--- config.mk ---
export PLATFORM = sky130hd
export DESIGN_NAME = freq_lock_monitor
export DESIGN_NICKNAME = d
export VERILOG_FILES = /design/src/rtl/freq_lock_monitor.sv
export SDC_FILE = /design/constraint.sdc
export NUM_CORES = 1
export LEC_CHECK = 0
export CORE_MARGIN = 2
export CORE_UTILIZATION = 60
export CTS_CLUSTER_DIAMETER = 80
export DETAILED_ROUTE_END_ITERATION = 10
export DONT_BUFFER_PORTS = 1
export GPL_ROUTABILITY_DRIVEN = 0
export PLACE_DENSITY = 0.73
export SLEW_MARGIN = 20
export SYNTH_ARGS = -nofsm -noshare
export SYNTH_HDL_FRONTEND = slang
export SYNTH_SLANG_ARGS = --single-unit
--- constraint.sdc ---
create_clock -name clk -period 2.75 [get_ports clk]
set_clock_uncertainty 0.2 [all_clocks]
set_input_delay 0 -clock clk [delete_from_list [all_inputs] [get_ports clk]]
set_output_delay 0 -clock clk [all_outputs]
set_load 0.02 [all_outputs]
--- src/rtl/freq_lock_monitor.sv ---
module freq_lock_monitor #(
  parameter int WIN_EDGES   = 4096,
  parameter int TOL_COUNTS  = 4,
  parameter int SYNC_STAGES = 2
) (
  input  logic clk,
  input  logic rst_n,
  input  logic ref_clk_i,
  input  logic rec_div_i,
  output logic lol_o
);
  localparam int RW      = $clog2(WIN_EDGES);
  localparam int REC_MAX = WIN_EDGES + TOL_COUNTS + 1;
  localparam int CW      = $clog2(REC_MAX + 1);
  localparam int LO      = WIN_EDGES - TOL_COUNTS;
  localparam int HI      = WIN_EDGES + TOL_COUNTS;

  logic [SYNC_STAGES:0] ref_sh, rec_sh;
  logic [RW-1:0]        ref_cnt;
  logic [CW-1:0]        rec_cnt, rec_now;
  logic                 good_once;
  logic                 ref_rise, rec_rise, win_end, in_tol;

  assign ref_rise = ref_sh[SYNC_STAGES-1] & ~ref_sh[SYNC_STAGES];
  assign rec_rise = rec_sh[SYNC_STAGES-1] & ~rec_sh[SYNC_STAGES];
  assign win_end  = ref_rise && (ref_cnt == RW'(WIN_EDGES - 1));
  assign rec_now  = (rec_rise && rec_cnt != CW'(REC_MAX)) ? rec_cnt + 1'b1 : rec_cnt;
  assign in_tol   = (rec_now >= CW'(LO)) && (rec_now <= CW'(HI));

  always_ff @(posedge clk or negedge rst_n) begin
    if (!rst_n) begin
      ref_sh    <= '0;
      rec_sh    <= '0;
      ref_cnt   <= '0;
      rec_cnt   <= '0;
      good_once <= 1'b0;
      lol_o     <= 1'b1;
    end else begin
      ref_sh <= {ref_sh[SYNC_STAGES-1:0], ref_clk_i};
      rec_sh <= {rec_sh[SYNC_STAGES-1:0], rec_div_i};
      if (win_end) begin
        ref_cnt <= '0;
        rec_cnt <= '0;
        if (in_tol) begin
          if (good_once) lol_o <= 1'b0;
          good_once <= 1'b1;
        end else begin
          lol_o     <= 1'b1;
          good_once <= 1'b0;
        end
      end else begin
        if (ref_rise) ref_cnt <= ref_cnt + 1'b1;
        rec_cnt <= rec_now;
      end
    end
  end
endmodule


==> metrics <==
status=complete, no violations; Synth Cell Area=2000 um2; Crit Path Class=register to register; CP max-delay cell=dfrtp_1; Worst EP arrival=2.53 ns; Final Non-Filler Cells=263; largest net degree at the start of global routing=33; register bit count reported by yosys=33; Worst-Margin Slew=0.523 ns; max_cap viols=0; vias in the first global route=1458; via/cell ratio=6.13; DRC=0; syn nets=219; Global Route Usage Sum=24.9%; period utilisation layout=89.7%; drt total wl=4040 um; post-DP HPWL=2850 um; fin crit period=2.47 ns; Async SR Flop Fraction=100%; Final Hold Viols=0; RSZ-0062 raised after global routing=no; Seq/Total Area, Yosys=41.4%; Final Setup Violations=0; CTS resizes=0; crit end category=register; syn_area_per_cell=9.43 um2; Post-Syn Instances=212; Num CTS Buffers=5; pre-CTS WS=0.304 ns; port bufs=0; wire per inst=15.3 um; startpoint types=register; Yosys warnings=0; final net count=225; PnR worst setup slack=0.285 ns; CTS tree=yes; I/O Pins=5; die span in y=61.7 um; Worst-path clk slew=0.10 ns; drt first pass iters=5; top_reg_cell synth=dfrtp_1; first-pass GRT wire length=6800 um; HP Class=primary input to register; Initial Utilization=64.4%; Initial DRC Count=93; EDFF count, synth=0; Clock Path Buffers=2; Rows=20; leakage=0.860 nW; die width=61.7 um; Worst path max stage delay=0.50 ns; Slew HR=65.1%; Max Freq=0.406 GHz; initial antenna violation count=0; Fin Setup TNS=0 ns; WP data required=2.82 ns; worst-path cell chain=ha_1, nand3_2, o311a_1, or3_1, nor3_1, nand4_1, o21a_1; GRT overflow=0; synth top area cells=dfrtp_1, xnor2_1, nor2_1; Sink Count=33; layout cells sized above 1=10.0%; post-CTS setup buffers=0; CTS Hold Bufs=5; # diodes=0; share of the synthesized area in the top cell type=40.1%; via count=1611; die area=3810 um2; P&R area growth vs syn=8.58%; Pins Over Slew Limit=0; post-synth top area cell=dfrtp_1; Core Area=3100 um2; Routed Antenna Nets=0; Clock Tree Root=clkbuf_4; htree depth=2; Clock Latency Late Sink=0.32 ns; Crit Path Max Fanout=10; post-synthesis cell type count=52; Max VDD drop=0.576 mV; P per Cell Area=633 nW/um2; Placed Cells=249
cells in the mapped netlist, drive strengths merged (4+ instances only):
library cell / instances
dfrtp: 32
nor2: 29
nand2: 17
xnor2: 13
nand4: 9
nand3: 8
o21ai: 8
xor2: 8
inv: 6
nor3: 6
nor4: 6
buf: 5
and3: 4
and4: 4
clkbuf: 4
mux2i: 4
nand2b: 4
nor2b: 4
flip-flops by register name, summed over array words and instances, names as in the netlist:
signal	cells
ref_sh	3
rec_cnt	13
ref_cnt	12
lol_o	1
rec_sh	3
good_once	1
final cells by class:
class	instances	area, um2
Clock inverter	1	5.00
Inverter	6	22.5
Clock buffer	7	65.1
Multi-Input combinational cell	164	1100
Sequential cell	33	827
Tap cell	44	55.1
Fill cell	248	933
Timing Repair Buffer	8	95.1
metrics by stage:
step	power [mW]	instance area, um2	hold WS (ns)	util (%)
after CTS	1.37	2160	0.000473	69.6
after global routing	1.45	2170	0.00107	69.9
after global placement	1.03	2020	-0.495	65.1
after floorplan	0.972	2000	-0.496	-
final	1.37	2170	0.0201	69.9
after detailed placement	1.04	2020	-0.495	65.1
worst max-delay path: cells and delay by family, from the launching register on:
| family | cells | cell delay, ns |
|---|---|---|
| AOI/OAI and AO/OA | 2 | 0.51 |
| adders and majority gates | 1 | 0.41 |
| DFF | 1 | 0.50 |
| and+or+nand+nor | 4 | 0.78 |
cells in the final DEF (no fill, tap or decap), drive strengths merged, types with 3 or more instances in the layout:
master,Yosys,layout
xnor2,13,13
buf,5,4
clkbuf,4,7
nor2,29,29
and4b,3,3
ha,3,3
xor2,8,8
nor4,6,6
nand3,8,8
and3,4,4
a21oi,3,3
mux2i,4,4
and4,4,4
nand2b,4,4
nand2,17,17
o21ai,8,8
o211ai,3,3
nor2b,4,4
nor3,6,6
nand4,9,9
dlygate4sd3,0,4
dfrtp,32,32
inv,6,6
worst paths after layout:
check,startpoint,endpoint,slack [ns],cells after the start
max,rec_cnt[0],lol_o,0.28,7
min,rec_div_i,rec_sh[0],0.02,1
max reg2reg,rec_cnt[0],lol_o,0.28,7
min reg2reg,rec_sh[0],rec_sh[1],0.16,0
max in group asynchronous,rst_n,ref_sh[1],1.64,4
min in group asynchronous,rst_n,ref_cnt[2],0.55,4
cell families after synthesis:
family | count (synthesis) | share of synthesized area [%]
and+or+nand+nor | 107 | 31.7
adders and majority gates | 3 | 1.88
DFF | 33 | 41.4
buffers and inverters | 15 | 3.57
muxes | 5 | 2.57
AOI/OAI and AO/OA | 28 | 9.71
xor gates and xnor gates | 21 | 9.20
routing by layer:
metal  vias to the layer above  part of all wire [%]  global-route usage, %
li1                        773                     -                      -
met4                         0                  0.40                   4.86
met1                       787                    46                   34.2
met3                         2                   7.0                   8.07
met2                        49                    46                   39.2
met5                         -                     0                      0
report_power, final:
part / leakage [nW] / switching (mW) / total [mW] / internal, mW
Sequential: 0.425 / 0.114 / 0.673 / 0.559
Clock: 0.0413 / 0.160 / 0.308 / 0.148
Combinational: 0.394 / 0.224 / 0.392 / 0.168
Power figures use the tool's default switching activity.
